File: config.mk
export PLATFORM = sky130hd
export DESIGN_NAME = frac_baud_gen
export DESIGN_NICKNAME = d
export VERILOG_FILES = /design/src/rtl/fbg_pkg.sv /design/src/rtl/fbg_cfg_regs.sv /design/src/rtl/fbg_slot_timer.sv /design/src/rtl/frac_baud_gen.sv
export SDC_FILE = /design/constraint.sdc
export NUM_CORES = 1
export LEC_CHECK = 0
export BUFFER_PORTS_ARGS = -buffer_cell sky130_fd_sc_hd__buf_2
export CAP_MARGIN = 10
export CORE_ASPECT_RATIO = 1.1
export CORE_MARGIN = 2
export CORE_UTILIZATION = 40
export CTS_BUF_LIST = sky130_fd_sc_hd__clkbuf_8
export CTS_CLUSTER_DIAMETER = 50
export CTS_CLUSTER_SIZE = 16
export DETAILED_ROUTE_END_ITERATION = 8
export SLEW_MARGIN = 20
export SYNTH_ARGS = -nofsm -noshare
export SYNTH_HDL_FRONTEND = slang
export SYNTH_SLANG_ARGS = --single-unit
export TNS_END_PERCENT = 5
File: constraint.sdc
create_clock -name clk -period 5.6 [get_ports clk]
set_input_delay 0.56 -clock clk [delete_from_list [all_inputs] [get_ports clk]]
set_output_delay 0.56 -clock clk [all_outputs]
set_load 0.01 [all_outputs]
File: src/rtl/fbg_pkg.sv
package fbg_pkg;
    // number of oversample slots in one bit period and width of the slot index
    localparam int SLOTS  = 16;
    localparam int SLOT_W = $clog2(SLOTS);
    // data port width equals the slot mask width
    localparam int DATA_W = SLOTS;

    typedef enum logic {
        SEL_DIV  = 1'b0,
        SEL_MASK = 1'b1
    } fbg_sel_e;
endpackage

File: src/rtl/fbg_cfg_regs.sv
// Software-visible staging registers for divisor and slot mask.
module fbg_cfg_regs
    import fbg_pkg::*;
#(
    parameter int DIV_W = 12
) (
    input  logic              clk,
    input  logic              wr_en,
    input  logic              wr_sel,
    input  logic [DATA_W-1:0] wr_data,
    input  logic              rd_sel,
    output logic [DATA_W-1:0] rd_data,
    output logic [DIV_W-1:0]  div_o,
    output logic [SLOTS-1:0]  mask_o
);
    typedef struct packed {
        logic [DIV_W-1:0] div;
        logic [SLOTS-1:0] mask;
    } cfg_t;

    cfg_t cfg_d, cfg_q;

    always_comb begin
        cfg_d = cfg_q;
        if (wr_en) begin
            if (fbg_sel_e'(wr_sel) == SEL_DIV) cfg_d.div  = wr_data[DIV_W-1:0];
            else                               cfg_d.mask = wr_data[SLOTS-1:0];
        end
    end

    // deliberately not reset: programmed values survive a counter reset
    always_ff @(posedge clk) begin
        cfg_q <= cfg_d;
    end

    assign rd_data = (fbg_sel_e'(rd_sel) == SEL_MASK) ? DATA_W'(cfg_q.mask)
                                                      : DATA_W'(cfg_q.div);
    assign div_o   = cfg_q.div;
    assign mask_o  = cfg_q.mask;
endmodule

File: src/rtl/fbg_slot_timer.sv
// Counts reference clocks per slot, walks the slot index, and reloads the
// live divisor and mask at each bit-period boundary.
module fbg_slot_timer
    import fbg_pkg::*;
#(
    parameter int DIV_W = 12
) (
    input  logic              clk,
    input  logic              rst,
    input  logic [DIV_W-1:0]  div_i,
    input  logic [SLOTS-1:0]  mask_i,
    output logic              tick_o,
    output logic              bit_o,
    output logic [DIV_W-1:0]  act_div_o,
    output logic [SLOTS-1:0]  act_mask_o,
    output logic [SLOT_W-1:0] slot_o
);
    localparam int CNT_W = DIV_W + 1;
    localparam logic [SLOT_W-1:0] LAST_SLOT = SLOT_W'(SLOTS - 1);

    typedef struct packed {
        logic [CNT_W-1:0]  cnt;
        logic [SLOT_W-1:0] idx;
        logic [DIV_W-1:0]  act_div;
        logic [SLOTS-1:0]  act_mask;
        logic              tick;
        logic              bitp;
    } tmr_t;

    tmr_t st_d, st_q;
    logic [CNT_W-1:0] last_d;

    always_comb begin
        st_d      = st_q;
        st_d.tick = 1'b0;
        st_d.bitp = 1'b0;
        // final count of the running slot: divisor, plus one if stretched
        last_d = CNT_W'(st_q.act_div) + CNT_W'(st_q.act_mask[st_q.idx]);
        if (st_q.cnt == last_d) begin
            st_d.cnt  = '0;
            st_d.tick = 1'b1;
            st_d.idx  = st_q.idx + 1'b1;
            if (st_q.idx == LAST_SLOT) begin
                st_d.bitp     = 1'b1;
                st_d.act_div  = div_i;
                st_d.act_mask = mask_i;
            end
        end else begin
            st_d.cnt = st_q.cnt + 1'b1;
        end
        if (rst) begin
            st_d.cnt      = '0;
            st_d.idx      = '0;
            st_d.tick     = 1'b0;
            st_d.bitp     = 1'b0;
            st_d.act_div  = div_i;
            st_d.act_mask = mask_i;
        end
    end

    always_ff @(posedge clk) begin
        st_q <= st_d;
    end

    assign tick_o     = st_q.tick;
    assign bit_o      = st_q.bitp;
    assign act_div_o  = st_q.act_div;
    assign act_mask_o = st_q.act_mask;
    assign slot_o     = st_q.idx;
endmodule

File: src/rtl/frac_baud_gen.sv
module frac_baud_gen
    import fbg_pkg::*;
#(
    parameter int DIV_W = 12
) (
    input  logic        clk,
    input  logic        rst,
    input  logic        wr_en,
    input  logic        wr_sel,
    input  logic [15:0] wr_data,
    input  logic        rd_sel,
    output logic [15:0] rd_data,
    output logic        tick_o,
    output logic        bit_o
);
    logic [DIV_W-1:0]  stg_div;
    logic [SLOTS-1:0]  stg_mask;
    logic [DIV_W-1:0]  act_div;
    logic [SLOTS-1:0]  act_mask;
    logic [SLOT_W-1:0] slot_idx;

    fbg_cfg_regs #(.DIV_W(DIV_W)) u_regs (
        .clk    (clk),
        .wr_en  (wr_en),
        .wr_sel (wr_sel),
        .wr_data(wr_data),
        .rd_sel (rd_sel),
        .rd_data(rd_data),
        .div_o  (stg_div),
        .mask_o (stg_mask)
    );

    fbg_slot_timer #(.DIV_W(DIV_W)) u_timer (
        .clk       (clk),
        .rst       (rst),
        .div_i     (stg_div),
        .mask_i    (stg_mask),
        .tick_o    (tick_o),
        .bit_o     (bit_o),
        .act_div_o (act_div),
        .act_mask_o(act_mask),
        .slot_o    (slot_idx)
    );
endmodule

**Yosys cells after proc, flatten, opt, wreduce, memory -nomap -nowiden**

Cells that the tools add are included.

- Output and inout port bits: 18
- Bits in registers: 75
- Input port bits: 21

- Mux-type cells: 7
- Magnitude comparators: 1
- Bitwise gates (word level): 2
- Add/subtract/negate cells: 3
- Equality and inequality tests: 2
- Reduce and logical (&&, ||, !) cells: 7

Operators with widths:

| cell | number |
|---|---|
| 30-bit 2-to-1 mux | 2 |
| 28-bit 2-to-1 mux | 1 |
| 16-bit 2-to-1 mux | 1 |
| 12-bit by 1-bit adder with 13-bit output | 1 |
| 13-bit by 1-bit adder with 13-bit output, second input constant | 1 |
| 13-bit == test | 1 |
| 2-bit AND reduction | 3 |
| 4-bit by 5-bit less-than comparator with 1-bit output, second input constant | 1 |
| 4-bit by 1-bit adder with 4-bit output, second input constant | 1 |
| 1-bit binary-select mux with 4-bit select | 1 |
| 4-bit == test, second input constant | 1 |
| 2-bit nonzero test | 2 |
| 2-bit OR reduction | 2 |
| 1-bit 2-to-1 mux | 2 |
| 1-bit inverter | 2 |

**Logic depth before layout (Yosys ltp)**

- Depth after elaboration: 6
- Depth in mapped cells: 13
- Depth with buffers taken out: 10

**Hierarchy**

Synthesis repeated with hierarchy kept, for this count alone.

- Cells, all modules: 295
- Area total of the unflattened synthesis: 3,762.4 µm²

By module, submodules not included:

| module | times used | cells an instance | area an instance (µm²) |
|---|---|---|---|
| fbg_slot_timer | 1 | 247 | 2,690.1 |
| fbg_cfg_regs | 1 | 48 | 1,072.3 |

**Least setup slack after synthesis**

No wires, ideal clock.

- Kind: reg2reg
- Start: register u_timer.st_q (netlist bit u_timer.slot_o[0])
- End: register u_timer.st_q (netlist bit u_timer.act_div_o[0]) (enable)
- Arrival: 4.040 ns
- Slack: 1.174 ns
- Library setup time: 0.386 ns
- Stages on the path, launching flop included: 13
- Clock period less this slack: 4.426 ns
- Data required time: 5.214 ns
- Path buffers: 2
- Cells stage by stage: dfxtp_1 -> clkbuf_1 -> mux4_2 -> mux4_2 -> ha_1 -> ha_1 -> xnor2_1 -> o211ai_1 -> or3_1 -> nor4_2 -> and3_1 -> buf_4 -> a41o_1

- Longest elaborated chain between the ends: 6
- Elaborated cells between the ends (all ways): 8

RTL lines:

| item | RTL line | text |
|---|---|---|
| from (decl) | fbg_slot_timer.sv:30 | `tmr_t st_d, st_q;` |
| from (signal assigned) | fbg_slot_timer.sv:62 | `st_q <= st_d;` |
| 1-bit binary-select mux with 4-bit select | fbg_slot_timer.sv:38 | `last_d = CNT_W'(st_q.act_div) + CNT_W'(st_q.act_mask[st_q.idx]);` |
| 1-bit 2-to-1 mux (implied by the code) | fbg_slot_timer.sv:38 |  |
| 12-bit by 1-bit adder with 13-bit output | fbg_slot_timer.sv:38 |  |
| 13-bit == test | fbg_slot_timer.sv:39 | `if (st_q.cnt == last_d) begin` |
| 2-bit nonzero test (no line) | n/a |  |
| 2-bit AND reduction (no line) * | n/a |  |

Every way passes the cells marked *; elsewhere a longest branch is shown, timed or not. The select of a mux whose other input is x is not followed.
A chain may end at the register's enable or synchronous reset.

**Final worst setup path**

- Start: register u_timer.st_q (netlist bit u_timer.slot_o[0])
- End: register u_timer.st_q (netlist bit u_timer.act_div_o[6]) (enable)

Same word-level chain as after synthesis.

==> flow_metrics.py <==
metrics = {
    "outcome": {
        "status": "completed",
    },
    "yosys": {
        "synthFlopType": "edfxtp_1",
        "post_synth_num_cell_types": 43,
        "ys_seq_area_share_pct": 60.0,
        "synth_cells": 262,
        "synth_edf_count": 56,
        "synth_seq_cells": 75,
        "syn_area_um2": 3440,
        "syn-num-nets": 287,
        "yosysWarnings": 0,
        "ys_async_sr_fraction_pct": 0,
        "syn_area_per_cell_um2": 13.1,
    },
    "setup_path": {
        "worst_ep_required_time_ns": 5.61,
        "r2r_slack_ns": 1.05,
        "crit_arrival_ns": 4.57,
        "startpoint_type": "flip-flop",
        "cp-end-kind": "flip-flop",
        "cp_top_family": "simple AND/OR/NAND/NOR gates",
        "critPathKind": "reg -> reg",
        "max_stage_delay_ns": 0.56,
        "critPathBufInv": 1,
        "crit_fanout": 28,
        "path_cells": "mux4_2 > mux4_2 > ha_1 > ha_1 > xnor2_1 > o211ai_1 > or3_1 > nor4_2 > and3_1 > a41o_1 > buf_4",
        "cp_slowest_cell": "mux4_2",
    },
    "final_layout": {
        "stdcell_area_um2": 3930,
        "nets": 326,
        "area.growth.synth_to_final_pct": 14.2,
        "fin_util_pct": 47.0,
        "n_antenna_cell": 0,
        "fillers": 770,
        "drive_above_1_share_pct": 25.2,
    },
    "floorplan": {
        "coreArea_um2": 8360,
        "die_y_um": 101,
        "fp-row-count": 35,
        "io_pins": 39,
        "die_area_um2": 9350,
        "die_w_um": 92.4,
        "start_util_pct": 41.1,
    },
    "power": {
        "combinationalPowerShare_pct": 7.3,
        "p_seq_share_pct": 56.3,
        "p_int_uw": 877,
        "switching_share_pct": 23.7,
        "vdd_drop_max_mv": 0.175,
        "power_switching_uw": 272,
        "leakagePower_nw": 1.43,
        "p_clk_share_pct": 36.4,
        "powerDensity_nw_per_um2": 292,
    },
    "sta": {
        "setup_viol": 0,
        "worstMarginPinSlew_ns": 0.830,
        "final_max_slew_viol_count": 0,
        "timing.final.crit_period_ns": 4.55,
        "max_freq_mhz": 220,
        "fin_crit_sh_pct": 81.3,
        "hold_viol": 0,
        "slew_headroom_pct": 44.5,
        "skew_ns": 0.0118,
        "tns_ns": 0,
        "rsz0062_at_grt": "no",
    },
    "place": {
        "dp_hpwl_um": 4580,
        "gp_congestion": 0.851,
        "port_buffers": 38,
        "place_area_um2": 3730,
    },
    "routing": {
        "routed_wl_um": 6260,
        "vias": 2115,
        "wl_per_cell_um": 15.0,
        "drt_iter0_drc": 66,
        "drtPass1Iterations": 4,
        "drc": 0,
        "vias_per_cell": 5.07,
        "ant_nets": 0,
    },
    "clock_tree": {
        "cts_sinks": 75,
        "cts_setup_buffers": 0,
        "root_buffer": "clkbuf_8",
        "cts_tree": "built",
        "cts_max_level": 3,
        "cts.path.max_buffers": 2,
        "cts-resized-gates": 0,
        "path_clk_slew_ns": 0.08,
        "numCtsBuffers": 9,
        "clkLatencyLatePin_ns": 0.35,
        "cts_hold_buffers": 0,
    },
    "hold_path": {
        "hp-class": "in -> reg",
    },
    "job": {
        "drv_cap": 0,
    },
    "global_routing": {
        "first_global_vias": 2110,
        "grt_use_total_pct": 14.7,
        "grt_max_degree": 29,
        "antenna_found_initial": 0,
        "grt-ovfl-total": 0,
        "grt_pass1_wl_um": 10400,
    },
}
[kinds of logic (layout without fill, tap and decap cells)]
family | count (synthesis) | in the layout | share of synthesized area (%)
XOR/XNOR | 23 | 23 | 5.86
flip-flops | 75 | 75 | 60.0
AND/OR/NAND/NOR | 105 | 105 | 18.1
adder cells (fa/ha/maj) | 4 | 4 | 1.46
multiplexers | 21 | 21 | 8.48
buffers and inverters | 13 | 57 | 1.89
AO/OA/AOI/OAI | 21 | 21 | 4.26
[worst paths after layout]
kind | depth (start not counted) | from | end
min | 1 | wr_data[12] | u_regs.mask_o[12]
max | 11 | u_timer.slot_o[0] | u_timer.act_div_o[6]
max reg2reg | 11 | u_timer.slot_o[0] | u_timer.act_div_o[6]
min reg2reg | 2 | u_timer.slot_o[1] | u_timer.slot_o[1]
[flip-flops by register name (all words and copies together), names as in the netlist]
register,count
u_regs.mask_o,16
u_timer.act_div_o,12
u_timer.act_mask_o,16
u_timer.st_q,13
u_regs.div_o,12
u_timer.tick_o,1
u_timer.slot_o,4
u_timer.bit_o,1
[metal layers]
metal / vias up / wire length [um] / share of wire, % / track usage [%]
met5: - / 0 / 0 / 0
met4: 0 / 147 / 2.3 / 6.54
met3: 12 / 240 / 3.8 / 4.61
met2: 45 / 3070 / 49 / 24.5
met1: 1009 / 2800 / 45 / 17.5
li1: 1049 / - / - / -
[synth_stat cells, drive strengths merged (6+ instances only)]
cell,n,area [um2]
mux2,15,169
nor3,10,50.1
and2,11,68.8
nor2b,34,213
edfxtp,56,1680
nand4,6,37.5
buf,7,42.5
xor2,9,78.8
xnor2,14,123
nand3,9,45.0
dfxtp,19,380
nor2,7,26.3
nand2,6,22.5
and3,9,56.3
[layout by cell type, fill, tap and decap left out, types with 9 or more instances in the layout]
cell type / count
and2_1: 11
and3_1: 9
buf_2: 38
clkbuf_8: 9
dfxtp_1: 19
edfxtp_1: 56
mux2_2: 14
nand3_1: 9
nor2b_1: 33
nor3_1: 10
xnor2_1: 14
xor2_1: 9
[power by group through the flow]
stage               clock (mW)  sequential (mW)  combinational [mW]
finish                   0.418            0.646              0.0843
CTS                      0.427            0.647              0.0856
global route             0.451            0.651              0.0938
global placement             0            0.660              0.0843
floorplan                    0            0.651              0.0587
detailed placement           0            0.660              0.0852
[layout make-up]
class	instances	area (um2)	area share, %
clock inverter	7	73.8	1.88
multi-input combinational	174	1320	33.6
inverter	1	3.75	0.0956
clock buffer	9	124	3.15
tap	111	139	3.54
sequential	75	2060	52.5
timing repair buffer	40	205	5.22
[per-stage QoR]
stage | setup WS (ns) | total power [mW] | hold slack (ns) | instances
2_1_floorplan | 1.17 | 0.710 | 0.479 | 262
3_3_place_gp | 1.16 | 0.744 | 0.520 | 401
3_5_place_dp | 1.04 | 0.745 | 0.530 | 401
4_1_cts | 1.02 | 1.16 | 0.367 | 417
5_1_grt | 0.704 | 1.20 | 0.365 | 417
6_report | 1.05 | 1.15 | 0.380 | 417
[worst reg2reg max path, cell delays in order, from the launching register on]
cell,delay (ns)
dfxtp_1,0.53
mux4_2,0.56
mux4_2,0.48
ha_1,0.23
ha_1,0.30
xnor2_1,0.14
o211ai_1,0.09
or3_1,0.32
nor4_2,0.45
and3_1,0.55
a41o_1,0.24
buf_4,0.32
Power figures use the tool's default switching activity.
